### src/rtl/dsf_pkg.sv
package dsf_pkg;

   typedef enum logic [1:0] {
      FMT_ONE_WIDE    = 2'd0,
      FMT_TWO_WIDE    = 2'd1,
      FMT_FOUR_NARROW = 2'd2,
      FMT_SPARE       = 2'd3
   } fmt_e;

   localparam int REG_AW = 3;

   localparam logic [REG_AW-1:0] RA_CTRL   = 3'd0;
   localparam logic [REG_AW-1:0] RA_DATA   = 3'd1;
   localparam logic [REG_AW-1:0] RA_STAT   = 3'd2;
   localparam logic [REG_AW-1:0] RA_SLOT01 = 3'd3;
   localparam logic [REG_AW-1:0] RA_SLOT23 = 3'd4;

   // control field positions
   localparam int CB_FMT_LO = 0;
   localparam int CB_LEFT   = 2;
   localparam int CB_WRAP   = 3;
   localparam int CB_FLUSH  = 4;
   localparam int CB_EN_LO  = 8;

   // status flag field
   localparam int SB_FLAG_LO = 4;
   localparam int NFLAG      = 3;
   localparam int FL_OVR     = 0;
   localparam int FL_UND     = 1;
   localparam int FL_EMP     = 2;

endpackage

### src/rtl/dsf_unpack.sv
module dsf_unpack
   import dsf_pkg::*;
#(
   parameter int WORD_W   = 32,
   parameter int ENTRY_W  = 16,
   parameter int WIDE_W   = 10,
   parameter int NARROW_W = 8,
   parameter int LANES    = 4,
   parameter int CNT_W    = 3
) (
   input  logic [WORD_W-1:0]        word_i,
   input  fmt_e                     fmt_i,
   input  logic                     left_i,
   output logic [LANES*ENTRY_W-1:0] lanes_o,
   output logic [CNT_W-1:0]         count_o
);

   localparam int HALF_W  = WORD_W / 2;
   localparam int PAD_NAR = ENTRY_W - NARROW_W;
   localparam int PAD_WID = ENTRY_W - WIDE_W;

   always_comb begin
      count_o = CNT_W'(1);
      case (fmt_i)
         FMT_TWO_WIDE:    count_o = CNT_W'(2);
         FMT_FOUR_NARROW: count_o = CNT_W'(LANES);
         FMT_ONE_WIDE,
         FMT_SPARE:       count_o = CNT_W'(1);
         default:         count_o = CNT_W'(1);
      endcase
   end

   for (genvar i = 0; i < LANES; i++) begin : g_lane
      logic [NARROW_W-1:0] nar;
      logic [ENTRY_W-1:0]  nar_j;
      assign nar   = word_i[i*NARROW_W +: NARROW_W];
      assign nar_j = left_i ? {nar, {PAD_NAR{1'b0}}} : {{PAD_NAR{1'b0}}, nar};

      if (i < 2) begin : g_wide
         logic [WIDE_W-1:0]  wid;
         logic [ENTRY_W-1:0] wid_j;
         logic               wid_use;
         assign wid     = word_i[i*HALF_W +: WIDE_W];
         assign wid_j   = left_i ? {wid, {PAD_WID{1'b0}}} : {{PAD_WID{1'b0}}, wid};
         assign wid_use = (i == 0) || (fmt_i == FMT_TWO_WIDE);
         assign lanes_o[i*ENTRY_W +: ENTRY_W] =
            (fmt_i == FMT_FOUR_NARROW) ? nar_j : (wid_use ? wid_j : '0);
      end else begin : g_narrow
         assign lanes_o[i*ENTRY_W +: ENTRY_W] =
            (fmt_i == FMT_FOUR_NARROW) ? nar_j : '0;
      end
   end

endmodule

### src/rtl/dsf_store.sv
module dsf_store #(
   parameter int DEPTH   = 4,
   parameter int ENTRY_W = 16,
   parameter int LANES   = 4,
   parameter int CNT_W   = 3
) (
   input  logic                     clk_i,
   input  logic                     rst_ni,
   input  logic                     flush_i,
   input  logic                     wr_req_i,
   input  logic [CNT_W-1:0]         wr_n_i,
   input  logic [LANES*ENTRY_W-1:0] wr_lanes_i,
   input  logic                     upd_i,
   input  logic                     wrap_i,
   output logic [CNT_W-1:0]         level_o,
   output logic [ENTRY_W-1:0]       dac_o,
   output logic [DEPTH*ENTRY_W-1:0] slots_o,
   output logic                     ovr_evt_o,
   output logic                     und_evt_o,
   output logic                     drain_evt_o
);

   localparam int PTR_W = $clog2(DEPTH);

   logic [PTR_W-1:0]   hd_q, rep_q, wr_base, rd_idx;
   logic [CNT_W-1:0]   cnt_q, room;
   logic [ENTRY_W-1:0] dac_q;
   logic [ENTRY_W-1:0] slot_q [DEPTH];
   logic               no_fit, do_push, upd_eff, take, consume;

   assign room        = CNT_W'(DEPTH) - cnt_q;
   assign no_fit      = wr_n_i > room;
   assign ovr_evt_o   = wr_req_i && !flush_i && no_fit;
   assign do_push     = wr_req_i && !flush_i && !no_fit;
   assign upd_eff     = upd_i && !flush_i;
   assign und_evt_o   = upd_eff && (cnt_q == '0);
   assign take        = upd_eff && (cnt_q != '0);
   assign consume     = take && !wrap_i;
   assign drain_evt_o = consume && (cnt_q == CNT_W'(1)) && !do_push;
   assign wr_base     = hd_q + cnt_q[PTR_W-1:0];
   assign rd_idx      = wrap_i ? hd_q + rep_q : hd_q;

   for (genvar j = 0; j < DEPTH; j++) begin : g_slot
      logic [ENTRY_W-1:0] q;
      always_ff @(posedge clk_i or negedge rst_ni) begin
         if (!rst_ni) begin
            q <= '0;
         end else if (do_push) begin
            for (int i = 0; i < LANES; i++) begin
               if ((CNT_W'(i) < wr_n_i) && ((wr_base + PTR_W'(i)) == PTR_W'(j)))
                  q <= wr_lanes_i[i*ENTRY_W +: ENTRY_W];
            end
         end
      end
      assign slot_q[j]                      = q;
      assign slots_o[j*ENTRY_W +: ENTRY_W] = q;
   end

   always_ff @(posedge clk_i or negedge rst_ni) begin
      if (!rst_ni) begin
         hd_q  <= '0;
         rep_q <= '0;
         cnt_q <= '0;
         dac_q <= '0;
      end else if (flush_i) begin
         hd_q  <= '0;
         rep_q <= '0;
         cnt_q <= '0;
      end else begin
         if (take) dac_q <= slot_q[rd_idx];
         if (consume) begin
            hd_q  <= hd_q + PTR_W'(1);
            rep_q <= '0;
         end else if (take) begin
            if (CNT_W'(rep_q) + CNT_W'(1) == cnt_q) rep_q <= '0;
            else                                    rep_q <= rep_q + PTR_W'(1);
         end
         cnt_q <= cnt_q - CNT_W'(consume) + (do_push ? wr_n_i : '0);
      end
   end

   assign level_o = cnt_q;
   assign dac_o   = dac_q;

endmodule

### src/rtl/dsf_flags.sv
module dsf_flags #(
   parameter int N = 3
) (
   input  logic         clk_i,
   input  logic         rst_ni,
   input  logic [N-1:0] evt_i,
   input  logic         wr_i,
   input  logic [N-1:0] wval_i,
   input  logic [N-1:0] en_i,
   output logic [N-1:0] flags_o,
   output logic         irq_o
);

   for (genvar k = 0; k < N; k++) begin : g_flag
      logic f;
      always_ff @(posedge clk_i or negedge rst_ni) begin
         if (!rst_ni)       f <= 1'b0;
         else if (evt_i[k]) f <= 1'b1;
         else if (wr_i)     f <= wval_i[k];
      end
      assign flags_o[k] = f;
   end

   assign irq_o = |(flags_o & en_i);

endmodule

### src/rtl/dac_sample_fifo.sv
module dac_sample_fifo
   import dsf_pkg::*;
#(
   parameter int WORD_W   = 32,
   parameter int ENTRY_W  = 16,
   parameter int DEPTH    = 4,
   parameter int WIDE_W   = 10,
   parameter int NARROW_W = 8
) (
   input  logic              clk_i,
   input  logic              rst_ni,
   input  logic              bus_we_i,
   input  logic [REG_AW-1:0] bus_addr_i,
   input  logic [WORD_W-1:0] bus_wdata_i,
   output logic [WORD_W-1:0] bus_rdata_o,
   input  logic              upd_i,
   output logic [ENTRY_W-1:0] dac_code_o,
   output logic              irq_o
);

   localparam int LANES = WORD_W / NARROW_W;
   localparam int CNT_W = $clog2(DEPTH + 1);

   initial begin : p_cfg
      assert ($countones(DEPTH) == 1 && DEPTH >= 4)
         else $fatal(1, "DEPTH must be a power of two of at least 4");
      assert (LANES == 4 && LANES * NARROW_W == WORD_W)
         else $fatal(1, "word must hold exactly four narrow samples");
      assert (2 * ENTRY_W == WORD_W)
         else $fatal(1, "slot readback packs two entries per word");
      assert (WIDE_W < ENTRY_W && NARROW_W < ENTRY_W && WIDE_W <= WORD_W / 2)
         else $fatal(1, "sample widths do not fit");
      assert (CNT_W <= SB_FLAG_LO && WORD_W > CB_EN_LO + NFLAG)
         else $fatal(1, "register fields overlap");
   end

   fmt_e               fmt_q;
   logic               left_q, wrap_q;
   logic [NFLAG-1:0]   en_q, flag_q, evt;
   logic               wr_ctrl, wr_dat, wr_stat, flush;
   logic [LANES*ENTRY_W-1:0] lanes;
   logic [CNT_W-1:0]   nsamp, level;
   logic [DEPTH*ENTRY_W-1:0] slots;
   logic               ovr_evt, und_evt, drain_evt;

   assign wr_ctrl = bus_we_i && (bus_addr_i == RA_CTRL);
   assign wr_dat  = bus_we_i && (bus_addr_i == RA_DATA);
   assign wr_stat = bus_we_i && (bus_addr_i == RA_STAT);
   assign flush   = wr_ctrl && bus_wdata_i[CB_FLUSH];

   always_ff @(posedge clk_i or negedge rst_ni) begin
      if (!rst_ni) begin
         fmt_q  <= FMT_ONE_WIDE;
         left_q <= 1'b0;
         wrap_q <= 1'b0;
         en_q   <= '0;
      end else if (wr_ctrl) begin
         fmt_q  <= fmt_e'(bus_wdata_i[CB_FMT_LO +: 2]);
         left_q <= bus_wdata_i[CB_LEFT];
         wrap_q <= bus_wdata_i[CB_WRAP];
         en_q   <= bus_wdata_i[CB_EN_LO +: NFLAG];
      end
   end

   dsf_unpack #(
      .WORD_W(WORD_W), .ENTRY_W(ENTRY_W), .WIDE_W(WIDE_W),
      .NARROW_W(NARROW_W), .LANES(LANES), .CNT_W(CNT_W)
   ) u_unpack (
      .word_i  (bus_wdata_i),
      .fmt_i   (fmt_q),
      .left_i  (left_q),
      .lanes_o (lanes),
      .count_o (nsamp)
   );

   dsf_store #(
      .DEPTH(DEPTH), .ENTRY_W(ENTRY_W), .LANES(LANES), .CNT_W(CNT_W)
   ) u_store (
      .clk_i       (clk_i),
      .rst_ni      (rst_ni),
      .flush_i     (flush),
      .wr_req_i    (wr_dat),
      .wr_n_i      (nsamp),
      .wr_lanes_i  (lanes),
      .upd_i       (upd_i),
      .wrap_i      (wrap_q),
      .level_o     (level),
      .dac_o       (dac_code_o),
      .slots_o     (slots),
      .ovr_evt_o   (ovr_evt),
      .und_evt_o   (und_evt),
      .drain_evt_o (drain_evt)
   );

   always_comb begin
      evt         = '0;
      evt[FL_OVR] = ovr_evt;
      evt[FL_UND] = und_evt;
      evt[FL_EMP] = drain_evt;
   end

   dsf_flags #(.N(NFLAG)) u_flags (
      .clk_i   (clk_i),
      .rst_ni  (rst_ni),
      .evt_i   (evt),
      .wr_i    (wr_stat),
      .wval_i  (bus_wdata_i[SB_FLAG_LO +: NFLAG]),
      .en_i    (en_q),
      .flags_o (flag_q),
      .irq_o   (irq_o)
   );

   always_comb begin
      bus_rdata_o = '0;
      case (bus_addr_i)
         RA_CTRL: begin
            bus_rdata_o[CB_FMT_LO +: 2]    = fmt_q;
            bus_rdata_o[CB_LEFT]           = left_q;
            bus_rdata_o[CB_WRAP]           = wrap_q;
            bus_rdata_o[CB_EN_LO +: NFLAG] = en_q;
         end
         RA_STAT: begin
            bus_rdata_o[CNT_W-1:0]           = level;
            bus_rdata_o[SB_FLAG_LO +: NFLAG] = flag_q;
         end
         RA_SLOT01: bus_rdata_o = slots[0 +: 2*ENTRY_W];
         RA_SLOT23: bus_rdata_o = slots[2*ENTRY_W +: 2*ENTRY_W];
         default:   bus_rdata_o = '0;
      endcase
   end

endmodule

### config.mk
export PLATFORM = sky130hd
export DESIGN_NAME = dac_sample_fifo
export DESIGN_NICKNAME = d
export VERILOG_FILES = /design/src/rtl/dsf_pkg.sv /design/src/rtl/dsf_unpack.sv /design/src/rtl/dsf_store.sv /design/src/rtl/dsf_flags.sv /design/src/rtl/dac_sample_fifo.sv
export SDC_FILE = /design/constraint.sdc
export NUM_CORES = 1
export LEC_CHECK = 0
export BUFFER_PORTS_ARGS = -buffer_cell sky130_fd_sc_hd__buf_2
export CAP_MARGIN = 20
export CORE_MARGIN = 2
export CORE_UTILIZATION = 45
export CTS_BUF_LIST = sky130_fd_sc_hd__clkbuf_4 sky130_fd_sc_hd__clkbuf_8
export CTS_CLUSTER_SIZE = 12
export DETAILED_ROUTE_END_ITERATION = 10
export HOLD_SLACK_MARGIN = 0.05
export PLACE_DENSITY_LB_ADDON = 0.1
export SLEW_MARGIN = 20
export SYNTH_ARGS = -nofsm -noshare
export SYNTH_HDL_FRONTEND = slang
export SYNTH_SLANG_ARGS = --single-unit
### constraint.sdc
create_clock -name clk_i -period 3.72 [get_ports clk_i]
set_input_delay 0.93 -clock clk_i [delete_from_list [all_inputs] [get_ports clk_i]]
set_output_delay 0.93 -clock clk_i [all_outputs]
set_load 0.01 [all_outputs]
After elaboration in Yosys (flattened, before gate mapping)
Index checks and enable logic that the tools add are counted.

Add/subtract/negate cells: 11. Order comparisons: 6. Equal/unequal tests: 21. Mux-type cells: 52. Bitwise logic cells: 3. Reductions and logical operators: 57.

Operators with widths (count): 2-to-1 mux 16 bit (29); case mux 21 bit (2 select lines) (1); binary-select mux 16 bit (select 2 bit) (1); logical AND 1 bit (29); case mux 3 bit (3 select lines) (3); equality test 2 bit, second input constant (10); nonzero test 4 bit (4); 2-to-1 mux 2 bit (7); case mux 3 bit (4 select lines) (1); equality test 2 x 1 -> 1 bit, second input constant (5); zero test 2 bit (5); AND reduction 2 bit (5); nonzero test 2 bit (4); adder 2 x 1 -> 2 bit, second input constant (3); equality test 3 x 1 -> 1 bit, second input constant (2); equality test 3 x 2 -> 1 bit, second input constant (2); zero test 3 bit (2); less-than comparator 1 x 3 -> 1 bit, first input constant (2); less-than comparator 2 x 3 -> 1 bit, first input constant (2); 2-to-1 mux 1 bit (6); 2-to-1 mux 3 bit (2); nonzero test 3 bit (2); adder 2 bit (2); adder 2 bit, second input constant (2); 16 further kinds (19).

Flip-flop bits (word level): 97. Bits of input ports: 39. Output and inout bits: 49. Logic and storage cells: 165.

Logic depth before layout (Yosys ltp)
Word-level depth: 10. Gate-level depth with buffers: 16. Gate-level depth less buffers: 16.

Hierarchy
A second synthesis with hierarchy kept.

Cells, all modules: 742. Area total of the unflattened synthesis: 7821.3 µm².

By module, submodules not included: dsf_store (instances 1, cells each 520, area each 5891.9 µm², seq. area each 2177.1 µm²); dsf_unpack (instances 1, cells each 121, area each 894.6 µm², seq. area each 0.0 µm²); dac_sample_fifo (instances 1, cells each 87, area each 877.1 µm², seq. area each 175.2 µm²); dsf_flags (instances 1, cells each 14, area each 157.7 µm², seq. area each 75.1 µm²).

Least setup slack after synthesis
No wires, ideal clock.

Path type: register to register. Start point: reg u_store.cnt_q[1], in the netlist u_store.level_o[1]. End point: reg u_store.cnt_q[2], in the netlist u_store.level_o[2]. Library setup time: 0.121 ns. Data arrival time: 3.315 ns. Slack: 0.283 ns. Cell stages (with the launch flop): 15. Path buffers: 0. Period minus slack after synthesis: 3.437 ns. Cells stage by stage: dfrtp_1 > inv_1 > ha_1 > ha_1 > ha_1 > a211oi_1 > nor2_1 > nor2b_1 > nand2_1 > ha_1 > fa_1 > xor2_1 > xnor2_1 > xnor2_1 > nor2_1.

Cells in the longest elaborated chain, start to end: 7. Elaborated cells on any way between the ends: 11.

RTL lines: start, declared (RTL line dsf_store.sv:26) `logic [CNT_W-1:0] cnt_q, room;`; start signal, assigned (RTL line dsf_store.sv:78) `cnt_q <= cnt_q - CNT_W'(consume) + (do_push ? wr_n_i : '0);`; subtractor 3 bit (RTL line dsf_store.sv:31) `assign room = CNT_W'(DEPTH) - cnt_q;`; > comparator 3 bit (RTL line dsf_store.sv:32) `assign no_fit = wr_n_i > room;`; zero test 1 bit (RTL line dsf_store.sv:34) `assign do_push = wr_req_i && !flush_i && !no_fit;`; logical AND 1 bit (RTL line dsf_store.sv:34); 2-to-1 mux 3 bit (RTL line dsf_store.sv:78); adder 3 bit (*) (RTL line dsf_store.sv:78); 2-to-1 mux 3 bit (*) (RTL line dsf_store.sv:65) `end else if (flush_i) begin`.

Mark *: on every way between the ends. The rest lies on a longest branch, timed or not. A chain may end at the register's enable or synchronous reset.

Worst setup path after layout
Start point: reg u_store.cnt_q[0], in the netlist u_store.level_o[0]. End point: reg u_store.cnt_q[2], in the netlist u_store.level_o[2].

The elaborated chain is that of the path after synthesis.

==> key figures <==
GRT
  • Number of antenna violations at the first check in global routing: 1
  • Highest-utilization routing layer at the global route stage: met1
  • Global Route met1 Usage: 46.5%
  • Number of global-route vias before repair: between 6,000 and 7,000
  • GR met3 Demand/Resource: between 6 and 7%
  • Wire length of the first global-routing pass: 40,500 um
  • Overall overflow remaining after global route: 0
  • GRT met2 Usage: 44.6%
  • Largest net degree at the start of global routing: 63
  • Global-route total usage across every layer: 30.8%

Floorplan
  • I/O pins: 88
  • Initial standard-cell utilization of the core: 46.2%
  • Cell row count: 46
  • Die outline area: 17,400 um2
  • Core area: between 15,000 and 20,000 um2
  • Die span in y: 132 um
  • Die outline width: 132 um

Run status
  • Status: finished, final reports clean

STA
  • Max Slew Vio Count: 0
  • Largest clock skew in the final design: 12.3 ps
  • Rel. slew slack: 43.1%
  • Count of endpoints failing setup in the final report: 0
  • Post-Route Hold Slack: between 400 and 500 ps
  • Setup WS post-layout: 241 ps
  • Transition at the pin with the smallest max-transition slack: 854 ps
  • Number of failing hold endpoints at the final stage: 0
  • Tmin final: 3480 ps
  • RSZ-0062 raised after global routing: false
  • Final sum of negative setup slack: 0 ps
  • Highest clock rate: around 290 MHz
  • Portion of the clock cycle consumed by the worst path in the final layout: 93.5%

Setup path
  • Endpoint kind of the worst setup timing path: flop
  • Startpoint class of the critical path: flop
  • Worst-path maximum fanout: 6
  • Register-to-Register Setup Slack: 240 ps
  • Required time of the critical path: 4000 ps
  • Register-to-Register Path Depth: 14
  • Arrival time at the worst endpoint: roughly 3800 ps
  • Worst Path Class, Setup: reg2reg

Detailed routing
  • Aggregate routed wire length: 27,100 um
  • Vias after detailed routing: 7,053
  • Post-route ant nets: 0
  • Vias/cell: about 6.6
  • DRC: 0
  • Avg WL per Cell: 25.1 um
  • Violation count after the first detailed-routing iteration: ~1,100
  • Pre-Repair DR Iteration Count: 11

Power
  • Part of the power in registers: a little over a quarter
  • Peak VDD IR: 0.571 mV
  • Part of the total power dissipated in combinational logic: 63.1%
  • Final Total Pwr: 7720 uW
  • Clock network power share: between 10% and 20%
  • Sw Share: 49.3%
  • Pwr/cell area: ~940 nW/um2
  • Switching pwr: 3810 uW
  • Leakage power of the design: 0.00374 uW
  • Internal Dissipation: 3910 uW

Synth
  • Compound-Gate Fraction of Synth Area: 21.5%
  • Number of enable flip-flop cells after synthesis: 0
  • Post-synthesis mux area share: 18.5%
  • Share of synthesized cell area in and, or, nand and nor gates: 17.0%
  • Synth warn: 0
  • XOR/XNOR Fraction of Synth Area: 1.87%
  • Fraction of the yosys area taken by sequential cells: 33.0%
  • Cell area after synthesis: roughly 7400 um2
  • Synthesis-stage register bit count: 97
  • Post-synthesis async set-or-reset flop share: 100%
  • Adder and majority cell fraction of the synthesized area: between 2 and 3%
  • Avg Synthesized Cell Area: 9.26 um2
  • Netlist cell types: 61
  • Synth Net Count: 851
  • Combinational family with the most area after synthesis: compound AO/OA/AOI/OAI gates
  • Post-synthesis instance total: 795
  • Commonest register cell after synthesis: sky130_fd_sc_hd__dfrtp_1

Clock tree
  • CTS tree: built
  • Level count of the clock H-tree: 3
  • CTS root buf: sky130_fd_sc_hd__clkbuf_8
  • Max clock buf depth: 2
  • Hold bufs inserted after CTS: 0
  • # Post-CTS Setup Buffers: 0
  • Clock-pin slew of the registers on the worst-case setup and hold paths: 100 ps
  • Num CTS Buffers: 9
  • Clock sinks: 97
  • Quantity of gates resized following cts: 0
  • Clock latency on the worst-skew pair: 390 ps

Placed design
  • Cell area after placement: 7990 um2
  • HPWL after detailed placement: 19,900 um
  • Worst slack at placement: 254 ps
  • Number of port buffers: 87
  • Placer Congestion: 0.930

Finish
  • Signed area change from the synthesized netlist to the final layout: 11.7%
  • Ratio of cells with drive above 1 in the final layout: around a quarter
  • Finished layout cell area: around 8200 um2
  • Leading cell types in the layout, fill and taps excluded: 97 x sky130_fd_sc_hd__dfrtp_1, 90 x sky130_fd_sc_hd__nand2_1, 86 x sky130_fd_sc_hd__buf_2, 62 x sky130_fd_sc_hd__nor2_1, 60 x sky130_fd_sc_hd__a21oi_1
  • Nets: 911
  • Antenna fix cells: 0
  • Most frequent standard cell in the layout excluding fill and tap cells: sky130_fd_sc_hd__dfrtp_1

Job
  • Number of maximum-capacitance constraint violations: 0

Worst hold path
  • Class of the tightest hold or removal check: reg2reg
  • Hold path depth: 1
-- worst max-delay path: stages (launching register included) --
cell                       delay [ps]
sky130_fd_sc_hd__dfrtp_1          530
sky130_fd_sc_hd__inv_1            120
sky130_fd_sc_hd__ha_1             220
sky130_fd_sc_hd__ha_1             290
sky130_fd_sc_hd__ha_1             210
sky130_fd_sc_hd__a211oi_1         270
sky130_fd_sc_hd__nor2_1           140
sky130_fd_sc_hd__nor2b_1          230
sky130_fd_sc_hd__nand2_1          100
sky130_fd_sc_hd__ha_1             310
sky130_fd_sc_hd__fa_1             440
sky130_fd_sc_hd__xor2_1           160
sky130_fd_sc_hd__xnor2_1          170
sky130_fd_sc_hd__xnor2_1          130
sky130_fd_sc_hd__nor2_1            60
-- layout make-up --
type	instances	area, um2
fillers	1530	7720
multi-input cells	615	4560
flip-flops and latches	97	2430
repair buffers	116	681
well taps	216	270
clock buffers	11	139
clock inverters	5	87.6
inverters	16	60.1
-- routing by layer --
layer  up-vias  wire (um)
met4         0        537
met5         -          0
met1      3484      12000
met2       419      11700
li1       3110          -
met3        40       2840
-- synth_stat cells (all sizes together), types with 2 or more instances --
master | n | area share [%]
dfrtp | 97 | 33
nand2 | 94 | 5.1
nor2 | 63 | 3.2
a21oi | 60 | 4.1
o21ai | 55 | 3.7
mux2 | 52 | 8.0
a222oi | 41 | 5.6
mux2i | 41 | 5.6
buf | 36 | 2.7
clkbuf | 31 | 1.6
a22o | 22 | 2.6
nor2b | 21 | 1.8
ha | 16 | 2.7
inv | 16 | 0.82
mux4 | 16 | 4.9
nor3 | 16 | 1.8
nand3 | 14 | 0.95
a22oi | 11 | 1.1
nand2b | 10 | 0.85
and2 | 9 | 0.77
a221oi | 8 | 0.95
and3b | 7 | 0.83
a211oi | 6 | 0.61
xnor2 | 6 | 0.71
a31oi | 5 | 0.43
nand3b | 5 | 0.51
a32oi | 4 | 0.48
xor2 | 4 | 0.48
nor3b | 3 | 0.31
o221ai | 3 | 0.53
and4b | 2 | 0.27
nand4 | 2 | 0.17
o21a | 2 | 0.20
o221a | 2 | 0.31
o31ai | 2 | 0.20
-- final timing paths --
kind,from,end
max in group asynchronous,rst_ni,u_store.g_slot[2].q[5]
worst max register to register,u_store.level_o[0],u_store.level_o[2]
min in group asynchronous,rst_ni,u_store.hd_q[1]
worst min-delay path,u_store.dac_o[14],u_store.dac_o[14]
worst max-delay path,u_store.level_o[0],u_store.level_o[2]
worst min register to register,u_store.dac_o[14],u_store.dac_o[14]
-- power groups by stage --
stage / logic (uW) / clock network, uW / registers (uW)
after floorplan: 3510 / 0 / 1850
after global placement: 4660 / 0 / 2030
after detailed placement: 4760 / 0 / 2050
after CTS: 4780 / 818 / 2030
after global routing: 5210 / 863 / 2100
final: 4880 / 803 / 2040
-- cells by family after synthesis --
logic type,Yosys count
compound gates,227
xor+xnor,12
fa+ha+maj,17
buf+inv,83
flops,97
mux,109
simple gates,250
-- stage by stage --
stage / instances / utilization, %
finish: 1076 / 51.6
global route: 1076 / 51.6
CTS: 1076 / 51.6
detailed placement: 1060 / 50.1
global placement: 1060 / 50.1
floorplan: 795 / -
-- sequential cells by signal, indices dropped and copies added (netlist names) --
name              count
u_store.g_slot.q     64
u_store.rep_q         2
u_store.dac_o        16
u_store.hd_q          2
left_q                1
en_q                  3
u_flags.g_flag.f      3
u_store.level_o       3
fmt_q                 2
wrap_q                1
(Power assumes the default switching activity.)
